[src/rtl/crc_pkg.sv]
package crc_pkg;

  localparam int unsigned DATA_W = 32;
  localparam int unsigned LANES  = DATA_W / 8;

  typedef enum logic [1:0] {
    SEL_CTRL   = 2'd0,
    SEL_SEED   = 2'd1,
    SEL_DATA   = 2'd2,
    SEL_RESULT = 2'd3
  } reg_sel_e;

  // Packed so that the struct lines up with control bits 6:1.
  typedef struct packed {
    logic fxor;     // bit 6
    logic out_lsb;  // bit 5
    logic out_le;   // bit 4
    logic in_lsb;   // bit 3
    logic in_le;    // bit 2
    logic wide;     // bit 1
  } crc_mode_t;

  function automatic logic [7:0] rev8(input logic [7:0] v);
    logic [7:0] r;
    for (int i = 0; i < 8; i++) r[i] = v[7-i];
    return r;
  endfunction

  function automatic logic [15:0] rev16(input logic [15:0] v);
    logic [15:0] r;
    for (int i = 0; i < 16; i++) r[i] = v[15-i];
    return r;
  endfunction

  function automatic logic [31:0] rev32(input logic [31:0] v);
    logic [31:0] r;
    for (int i = 0; i < 32; i++) r[i] = v[31-i];
    return r;
  endfunction

endpackage

[src/rtl/crc_rst_sync.sv]
module crc_rst_sync #(
  parameter int unsigned STAGES = 2
) (
  input  logic clk,
  input  logic rst_n_async,
  output logic rst_n_sync
);

  logic [STAGES-1:0] chain_q;

  always_ff @(posedge clk or negedge rst_n_async) begin
    if (!rst_n_async) chain_q <= '0;
    else              chain_q <= {chain_q[STAGES-2:0], 1'b1};
  end

  assign rst_n_sync = chain_q[STAGES-1];

endmodule

[src/rtl/crc_lane_order.sv]
// Reorders the write lanes into processing order (slot 0 is consumed first).
module crc_lane_order #(
  parameter int unsigned LANES = 4
) (
  input  logic [LANES*8-1:0] data,
  input  logic [LANES-1:0]   be,
  input  logic               little,
  output logic [LANES*8-1:0] ord_data,
  output logic [LANES-1:0]   ord_vld
);

  for (genvar k = 0; k < LANES; k++) begin : g_slot
    localparam int unsigned HI = LANES - 1 - k;
    assign ord_data[k*8 +: 8] = little ? data[k*8 +: 8] : data[HI*8 +: 8];
    assign ord_vld[k]         = little ? be[k]          : be[HI];
  end

endmodule

[src/rtl/crc_byte_step.sv]
// Folds one byte into a W-bit MSB-first CRC state; passes through when idle.
module crc_byte_step
  import crc_pkg::*;
#(
  parameter int unsigned     W    = 16,
  parameter logic [W-1:0]    POLY = '1
) (
  input  logic         en,
  input  logic         in_lsb,
  input  logic [7:0]   din,
  input  logic [W-1:0] crc_in,
  output logic [W-1:0] crc_out
);

  logic [7:0]   byte_v;
  logic [W-1:0] acc;

  always_comb begin
    byte_v = in_lsb ? rev8(din) : din;
    acc    = crc_in ^ {byte_v, {(W-8){1'b0}}};
    for (int i = 0; i < 8; i++) begin
      acc = acc[W-1] ? ((acc << 1) ^ POLY) : (acc << 1);
    end
    crc_out = en ? acc : crc_in;
  end

endmodule

[src/rtl/crc_result_fmt.sv]
// Builds the result-register word from the state and the output options.
module crc_result_fmt
  import crc_pkg::*;
(
  input  logic [31:0] state,
  input  crc_mode_t   mode,
  output logic [31:0] word
);

  logic [31:0] v32;
  logic [15:0] v16;

  always_comb begin
    v32 = mode.fxor ? ~state : state;
    if (mode.out_lsb) v32 = rev32(v32);
    if (mode.out_le)  v32 = {v32[7:0], v32[15:8], v32[23:16], v32[31:24]};

    v16 = mode.fxor ? ~state[15:0] : state[15:0];
    if (mode.out_lsb) v16 = rev16(v16);
    if (mode.out_le)  v16 = {v16[7:0], v16[15:8]};

    if (mode.wide)                     word = v32;
    else if (mode.out_le != mode.in_le) word = {v16, 16'h0000};
    else                               word = {16'h0000, v16};
  end

endmodule

[src/rtl/crc_engine.sv]
module crc_engine
  import crc_pkg::*;
#(
  parameter logic [15:0] CRC16_POLY  = 16'h1021,
  parameter logic [31:0] CRC32_POLY  = 32'h04C1_1DB7,
  parameter logic [31:0] SEED_RST    = 32'hFFFF_FFFF,
  parameter int unsigned SYNC_STAGES = 2
) (
  input  logic              clk,
  input  logic              rst_n,
  input  logic              bus_we,
  input  logic [1:0]        bus_word_addr,
  input  logic [LANES-1:0]  bus_be,
  input  logic [DATA_W-1:0] bus_wdata,
  output logic [DATA_W-1:0] bus_rdata
);

  logic rst_n_s;

  crc_rst_sync #(.STAGES(SYNC_STAGES)) u_rst_sync (
    .clk        (clk),
    .rst_n_async(rst_n),
    .rst_n_sync (rst_n_s)
  );

  reg_sel_e    sel;
  crc_mode_t   mode_q, mode_d;
  logic [31:0] seed_q, seed_d;
  logic [31:0] state_q, state_d;
  logic        mode_en, seed_en, state_en;
  logic [31:0] res_word;

  assign sel = reg_sel_e'(bus_word_addr);

  // ---------------- byte ordering ----------------
  logic [DATA_W-1:0] ord_data;
  logic [LANES-1:0]  ord_vld;

  crc_lane_order #(.LANES(LANES)) u_order (
    .data    (bus_wdata),
    .be      (bus_be),
    .little  (mode_q.in_le),
    .ord_data(ord_data),
    .ord_vld (ord_vld)
  );

  // ---------------- per-width byte chains ----------------
  logic [LANES:0][15:0] c16;
  logic [LANES:0][31:0] c32;

  assign c16[0] = state_q[15:0];
  assign c32[0] = state_q;

  for (genvar k = 0; k < LANES; k++) begin : g_step
    crc_byte_step #(.W(16), .POLY(CRC16_POLY)) u_s16 (
      .en     (ord_vld[k]),
      .in_lsb (mode_q.in_lsb),
      .din    (ord_data[k*8 +: 8]),
      .crc_in (c16[k]),
      .crc_out(c16[k+1])
    );
    crc_byte_step #(.W(32), .POLY(CRC32_POLY)) u_s32 (
      .en     (ord_vld[k]),
      .in_lsb (mode_q.in_lsb),
      .din    (ord_data[k*8 +: 8]),
      .crc_in (c32[k]),
      .crc_out(c32[k+1])
    );
  end

  // ---------------- next state ----------------
  always_comb begin
    mode_d   = mode_q;
    seed_d   = seed_q;
    state_d  = state_q;
    mode_en  = 1'b0;
    seed_en  = 1'b0;
    state_en = 1'b0;

    if (bus_we && sel == SEL_CTRL && bus_be[0]) begin
      mode_en = 1'b1;
      mode_d  = crc_mode_t'(bus_wdata[6:1]);
      if (bus_wdata[0]) begin
        state_en = 1'b1;
        state_d  = mode_d.wide ? seed_q : {16'h0000, seed_q[15:0]};
      end
    end

    if (bus_we && sel == SEL_SEED && (|bus_be)) begin
      seed_en = 1'b1;
      for (int k = 0; k < LANES; k++) begin
        if (bus_be[k]) seed_d[k*8 +: 8] = bus_wdata[k*8 +: 8];
      end
    end

    if (bus_we && sel == SEL_DATA && (|bus_be)) begin
      state_en = 1'b1;
      state_d  = mode_q.wide ? c32[LANES] : {16'h0000, c16[LANES]};
    end
  end

  // ---------------- registers ----------------
  always_ff @(posedge clk or negedge rst_n_s) begin
    if (!rst_n_s) begin
      mode_q  <= '0;
      seed_q  <= SEED_RST;
      state_q <= SEED_RST;
    end else begin
      if (mode_en)  mode_q  <= mode_d;
      if (seed_en)  seed_q  <= seed_d;
      if (state_en) state_q <= state_d;
    end
  end

  // ---------------- readout ----------------
  crc_result_fmt u_fmt (
    .state(state_q),
    .mode (mode_q),
    .word (res_word)
  );

  always_comb begin
    unique case (sel)
      SEL_CTRL:   bus_rdata = {25'd0, mode_q, 1'b0};
      SEL_SEED:   bus_rdata = seed_q;
      SEL_DATA:   bus_rdata = '0;
      SEL_RESULT: bus_rdata = res_word;
      default:    bus_rdata = '0;
    endcase
  end

endmodule

[config.mk]
export PLATFORM = sky130hd
export DESIGN_NAME = crc_engine
export DESIGN_NICKNAME = d
export VERILOG_FILES = /design/src/rtl/crc_pkg.sv /design/src/rtl/crc_rst_sync.sv /design/src/rtl/crc_lane_order.sv /design/src/rtl/crc_byte_step.sv /design/src/rtl/crc_result_fmt.sv /design/src/rtl/crc_engine.sv
export SDC_FILE = /design/constraint.sdc
export NUM_CORES = 1
export LEC_CHECK = 0
export BUFFER_PORTS_ARGS = -buffer_cell sky130_fd_sc_hd__buf_2
export CAP_MARGIN = 20
export CELL_PAD_IN_SITES_DETAIL_PLACEMENT = 1
export CELL_PAD_IN_SITES_GLOBAL_PLACEMENT = 2
export CORE_MARGIN = 4
export CORE_UTILIZATION = 36
export DETAILED_ROUTE_END_ITERATION = 10
export GPL_TIMING_DRIVEN = 0
export HOLD_SLACK_MARGIN = 0.08
export PLACE_DENSITY_LB_ADDON = 0.08
export SLEW_MARGIN = 20
export SYNTH_ARGS = -nofsm -noshare
export SYNTH_HDL_FRONTEND = slang
export SYNTH_SLANG_ARGS = --single-unit
[constraint.sdc]
create_clock -name clk -period 2.4 [get_ports clk]
set_input_delay 0 -clock clk [delete_from_list [all_inputs] [get_ports clk]]
set_output_delay 0 -clock clk [all_outputs]
set_load 0.01 [all_outputs]
==> summary.md, run 1 <==
| Metric | Value |
|---|---|
| Outcome | finished, violations left |
| Failing checks | setup timing |
| Final Cycle Share | 240% |
| R2R Path End | state_q[24]$_DFFE_PN1P_ |
| Synth cell types | 79 |
| Net Count, Synth | 1,697 |
| Data required, critical path | 2670 ps |
| Total Nets Final | 2,015 |
| Reg-to-Reg Start | mode_q[1]$_DFFE_PN0P_ |
| CP bufs+invs | 9 |
| Async SR Flop Fraction | 100% |
| Slowest stage cell, crit path | mux4_2 |
| FF+latch count, synth | 72 |
| WHS Path Cells | 2 |
| Clk sinks | 72 |
| Hold Startpoint | bus_wdata[4] |
| PortBufs | 70 |
| Initial antenna violation count | 1 |
| Placed wire-length estimate | 59.4 mm |
| Overall Global Routing Usage | 35.9% |
| Post-synthesis cell count | 1,656 |
| Die width | 205 µm |
| Hold slack final | 104 ps |
| Num CTS Buffers | 9 |
| Clk slew on worst S/H paths | 60 ps |
| Worst path cell trace | buf_6 > buf_4 > mux4_2 > buf_8 > xnor2_4 > buf_6 > xnor3_2 > mux2i_4 > nand2_4 > xnor3_2 > nor4b_4 > nor4_4 > buf_6 > buf_6 > buf_6 > xnor3_1 > o211ai_1 > buf_4 > nand2_8 > xnor2_4 > buf_12 > xnor2_4 > mux2_4 > a31oi_1 |
| Max Freq | 174 MHz |
| Grt ovf | 0 |
| Layout area overhead | 46.0% |
| Cell repeated most along the worst path | buf_6 |
| Chip height | 205 µm |
| Antenna Nets Post-Route | 0 |
| EDFF count, synth | 0 |
| Mapped cell area | 14,000 µm² |
| Rel. slew slack | 27.3% |
| Critical path launch point type | flop |
| Routability cong. | 0.972 |
| Die footprint | 42,200 µm² |
| Worst Path Arrival | 6020 ps |
| Final WL | 78.8 mm |
| Reg2reg setup slack | -3350 ps |
| Share of cells above drive strength 1 | 42.2% |
| Setup ws final | -3350 ps |
| Slew at the pin closest to its max-slew limit | 1080 ps |
| Cell area after layout | 20,500 µm² |
| Filler Cell Count | 4,405 |
| Cell area after placement | 15,400 µm² |
| Yosys Warn Count | 0 |
| CP delay by family, top | XOR/XNOR gates |
| Hold crit path type | input port to flop |
| WL/cell | 31.5 µm |
| Slowest stage delay, CP | 540 ps |
| Most frequent cells in the layout | 180 x xnor2_1, 159 x buf_4, 154 x nand2_1, 110 x nor2_1, 79 x buf_2 |
| Syn_area_per_cell | 8.47 µm² |
| Critical path capture point type | flop |
| Setup violators final | 64 |
| First-pass detailed-route iteration total | 5 |
| Unrepaired setup endpoints after global routing | true |
| Via count | 15,200 |
| Top_reg_cell synth | dfstp_2 |
| Rows | 72 |
| Largest net degree at the start of global routing | 54 |
| Setup TNS Final | -117,580 ps |
| Initial core utilization | 36.4% |
| Number of remaining DRC errors | 0 |
| Clk buf depth | 2 |
| CTS tree | done |
| Via-per-instance ratio | 6.09 |
| CORE AREA | 38,600 µm² |
| Final Hold Fails | 0 |
| Setup Skew | 9.21 ps |
| Hold Crit Endpoint | seed_q[4]$_DFFE_PN1P_ |
| Critical Path Start | mode_q[1]$_DFFE_PN0P_ |
| H-tree lvl count | 3 |
| Starting DRT DRC Count | 1,604 |
| Commonest non-fill, non-tap cell in the layout | xnor2_1 |
| Fin crit period | 5750 ps |
| CTS root buffer | clkbuf_16 |
| Max-slew violations | 0 |
| Vias in the first global route | 14,900 |
| Worst setup path class | flop to flop |
| First-pass GRT wire length | 109 mm |
| Critical path peak fanout | 5 |
| Latest clock arrival within the worst-skew pair | 350 ps |
| Depth of the most critical reg-to-reg path | 24 |
| Post-synthesis sequential area ratio | 13.4% |
| # IOs | 73 |
| # Max-Cap Violations | 0 |
==> state kept, by name, summed over array words and instances, names as in the netlist <==
register,cells
u_rst_sync.chain_q,2
mode_q,6
state_q,32
seed_q,32
==> layer usage <==
layer  vias up  global-route usage (%)  part of all wire [%]
met5         -                       0                     0
met4         0                    10.4                   4.0
met3       160                    6.40                   8.8
met2       766                    57.8                    46
met1      7762                    49.5                    42
li1       6519                       -                     -
==> cell type report <==
type / instances / area [µm²] / area share, %
Sequential cell: 72 / 1930 / 9.44
Inverter: 7 / 32.5 / 0.159
Buffer: 106 / 729 / 3.57
Clock buffer: 11 / 243 / 1.19
Multi-Input combinational cell: 1453 / 14000 / 68.3
Clock inverter: 5 / 104 / 0.508
Antenna cell: 1 / 2.50 / 0.0122
Timing Repair Buffer: 325 / 2800 / 13.7
Tap cell: 518 / 648 / 3.17
==> per-stage QoR <==
stage / setup slack (ps) / instances / util (%)
2_1_floorplan: -2920 / 1656 / -
3_3_place_gp: -5090 / 2244 / 39.9
3_5_place_dp: -5120 / 2245 / 40.0
4_1_cts: -3260 / 2415 / 49.3
5_1_grt: -3460 / 2497 / 53.1
6_report: -3350 / 2498 / 53.1
==> cell families (layout without fill, tap and decap cells) <==
logic type / count (synthesis) / after routing / synth area share (%)
DFF: 72 / 72 / 13.4
buffers and inverters: 132 / 454 / 3.69
muxes: 202 / 202 / 16.5
AOI/OAI and AO/OA: 410 / 410 / 18.6
and+or+nand+nor: 431 / 432 / 14.5
other: 1 / 2 / 0.0268
xor gates and xnor gates: 408 / 408 / 33.3
==> cell usage after synthesis (12+ instances only) <==
cell / instances / area [µm²]
a211oi_1: 24 / 180
nor2b_1: 28 / 175
mux2i_1: 111 / 1110
xnor3_1: 55 / 1240
o21a_1: 12 / 90.1
o21ai_0: 103 / 515
nand3_1: 32 / 160
nor2_1: 123 / 462
o22ai_1: 13 / 81.3
o211ai_1: 35 / 263
dfstp_2: 64 / 1680
buf_1: 27 / 101
a22o_1: 14 / 123
nor3_1: 17 / 85.1
xor2_1: 83 / 727
a21oi_1: 120 / 601
mux4_2: 16 / 360
nand2_1: 160 / 601
clkbuf_1: 91 / 342
xnor2_1: 243 / 2130
mux2_2: 75 / 845
nand2b_1: 13 / 81.3
==> what timing repair did <==
action / CTS / global route
setup endpoints to repair: 66 / 64
gates cloned: 3 / 1
pin swaps: 112 / 110
buffers inserted: 138 / 85
hold buffers: 33 / 1
hold endpoints to repair: 37 / 1
resized for setup: 404 / 153
==> worst max path at each step <==
| stage | end | slack, ps | depth (start not counted) |
|---|---|---|---|
| 6_report | state_q[24]$_DFFE_PN1P_ | -3350 | 24 |
| 5_1_grt | state_q[24]$_DFFE_PN1P_ | -3460 | 22 |
| 4_1_cts | state_q[16]$_DFFE_PN1P_ | -3260 | 19 |
| 3_5_place_dp | state_q[29]$_DFFE_PN1P_ | -5120 | 17 |
| 3_3_place_gp | state_q[29]$_DFFE_PN1P_ | -5090 | 17 |
| 2_1_floorplan | state_q[24]$_DFFE_PN1P_ | -2920 | 17 |
Power of run 1 is not shown: default switching activity piles up to over one toggle a cycle in this logic, so the estimate is an artifact.
==> inputs of run 2 (changes only) <==
- ABC_CLOCK_PERIOD_IN_PS: unset -> 2400
- CELL_PAD_IN_SITES_DETAIL_PLACEMENT: 1 -> 0
- CELL_PAD_IN_SITES_GLOBAL_PLACEMENT: 2 -> 1
- CORE_UTILIZATION: 36 -> 45
==> run 2 against run 1 <==
Compared with the run above:
- the flow still finishes with violations (setup timing)
- maximum frequency about the same
- routed wire length fell by 12%
- clock skew grew 2.2 ps
- register-to-register slack is essentially flat
==> summary.md, run 2 (synthesized netlist as in run 1, its figures left out) <==
| Metric | Value |
|---|---|
| Outcome | finished, violations left (unchanged) |
| Failing checks | setup timing (unchanged) |
| Worst setup path class | flop to flop (unchanged) |
| Slew at the pin closest to its max-slew limit | 1190 ps (was 1080 ps) |
| Clk slew on worst S/H paths | 70 ps (was 60 ps) |
| Vias in the first global route | 14,000 (was 14,900) |
| Initial antenna violation count | 1 (unchanged) |
| Cell area after placement | 15,300 µm² (was 15,400 µm²) |
| Placed wire-length estimate | 52.5 mm (was 59.4 mm) |
| Data required, critical path | 2660 ps (was 2670 ps) |
| First-pass GRT wire length | 97.8 mm (was 109 mm) |
| Reg2reg setup slack | -3350 ps (about the same) |
| Rows | 64 (was 72) |
| WL/cell | 29.6 µm (was 31.5 µm) |
| Hold crit path type | input port to flop (unchanged) |
| Final design utilization | 64.3% (was 53.1%) |
| PortBufs | 70 (unchanged) |
| Commonest non-fill, non-tap cell in the layout | xnor2_1 (unchanged) |
| Fin crit period | 5750 ps (about the same) |
| Num CTS Buffers | 9 (unchanged) |
| Die footprint | 34,000 µm² (was 42,200 µm²) |
| Antenna diodes | 0 (was 1) |
| # Max-Cap Violations | 0 (unchanged) |
| Most frequent cells in the layout | 183 x xnor2_1, 155 x nand2_1, 138 x buf_4, 117 x nor2_1, 83 x a21oi_1 (was 180 x xnor2_1, 159 x buf_4, 154 x nand2_1, 110 x nor2_1, 79 x buf_2) |
| CTS root buffer | clkbuf_16 (unchanged) |
| Rel. slew slack | 20.0% (was 27.3%) |
| Cell area after layout | 19,700 µm² (was 20,500 µm²) |
| Setup ws final | -3350 ps (about the same) |
| Critical path peak fanout | 4 (was 5) |
| First-pass detailed-route iteration total | 6 (was 5) |
| Chip height | 185 µm (was 205 µm) |
| Grt ovf | 0 (unchanged) |
| Die width | 185 µm (was 205 µm) |
| Critical path launch point type | flop (unchanged) |
| Setup violators final | 64 (unchanged) |
| Total Nets Final | 1,983 (was 2,015) |
| Max-slew violations | 0 (unchanged) |
| Routability cong. | 0.975 (was 0.972) |
| CTS tree | done (unchanged) |
| Clk buf depth | 2 (unchanged) |
| Largest net degree at the start of global routing | 48 (was 54) |
| Starting DRT DRC Count | 2,161 (was 1,604) |
| Final WL | 69.3 mm (was 78.8 mm) |
| Clk sinks | 72 (unchanged) |
| Via-per-instance ratio | 6.44 (was 6.09) |
| Setup Skew | 11.4 ps (was 9.21 ps) |
| Share of cells above drive strength 1 | 40.1% (was 42.2%) |
| Layout area overhead | 40.7% (was 46.0%) |
| Critical path capture point type | flop (unchanged) |
| Antenna Nets Post-Route | 0 (unchanged) |
| Via count | 15,100 (was 15,200) |
| Latest clock arrival within the worst-skew pair | 350 ps (about the same) |
| Top Registers | seed_q (32), state_q (32), mode_q (6) (unchanged) |
| Worst Path Arrival | 6010 ps (was 6020 ps) |
| Final Cycle Share | 239% (was 240%) |
| Unrepaired setup endpoints after global routing | true (unchanged) |
| Final Hold Fails | 0 (unchanged) |
| Number of remaining DRC errors | 0 (unchanged) |
| Overall Global Routing Usage | 39.3% (was 35.9%) |
| Max Freq | 174 MHz (about the same) |
| # IOs | 73 (unchanged) |
| CORE AREA | 30,700 µm² (was 38,600 µm²) |
| H-tree lvl count | 3 (unchanged) |
| Initial core utilization | 45.7% (was 36.4%) |
[run 2: changes by cell type in the layout (fill, tap and decap cells not counted), moves of 6 or more]
cell	previous run	this run
a21oi_1	76	83
buf_4	159	138
buf_6	44	36
nor2_1	110	117
nor2_4	10	4
o21ai_0	66	79
o21ai_1	29	17
[run 2: critical path: stages, from the launching register on]
cell and delay, ps:
dfrtp_1 360, buf_6 130, mux4_2 580, buf_6 170, xnor2_4 220, buf_12 140, xnor2_4 120, mux2_4 330
nor4_4 280, buf_6 180, buf_6 120, xor2_4 90, o211a_4 280, or3_4 390, a2111o_1 450, a31oi_4 350
xor2_4 260, buf_6 160, xnor2_4 130, buf_12 140, xnor3_1 340, o21ai_4 260, o211ai_1 140
[run 2: worst paths after layout]
check | endpoint | start | cells after the start
max | state_q[26]$_DFFE_PN1P_ | mode_q[1]$_DFFE_PN0P_ | 22
min | seed_q[2]$_DFFE_PN1P_ | bus_wdata[2] | 2
max reg2reg | state_q[26]$_DFFE_PN1P_ | mode_q[1]$_DFFE_PN0P_ | 22
min reg2reg | mode_q[0]$_DFFE_PN0P_ | u_rst_sync.chain_q[1]$_DFF_PN0_ | 0
max in group asynchronous | seed_q[23]$_DFFE_PN1P_ | u_rst_sync.chain_q[1]$_DFF_PN0_ | 1
min in group asynchronous | mode_q[0]$_DFFE_PN0P_ | u_rst_sync.chain_q[1]$_DFF_PN0_ | 0
[run 2: per-layer routing]
metal	vias up	share of wire, %	track usage [%]
met2	982	43	57.8
met1	7461	42	56.7
met3	187	11	7.85
met4	0	4.6	15.5
li1	6450	-	-
met5	-	0	0
[run 2: area by class of cell]
type	count	area, µm²
clock buffers	9	225
flip-flops and latches	72	1930
repair buffers	294	2520
inverters	7	35.0
clock inverters	7	68.8
plain buffers	105	701
well taps	396	495
multi-input cells	1453	13700
fillers	2568	10900
[run 2: timing repair]
action | in CTS | in global routing
setup buffers | 126 | 57
hold buffers | 37 | 1
resized for setup | 372 | 129
cloned | 3 | 1
pin swaps | 100 | 103
endpoints found under the setup margin | 66 | 65
endpoints found under the hold margin | 39 | 1
[run 2: through the flow]
step	std cells	setup WS (ps)	hold slack, ps	setup TNS (ps)
floorplan	1656	-2920	-296	-87570
CTS	2286	-3200	80.9	-100890
detailed placement	2123	-4800	-215	-158880
finish	2343	-3350	97.9	-103860
global placement	2122	-4860	-215	-164680
global route	2343	-3430	85.8	-110870
Power of run 2 is left out for the same reason.
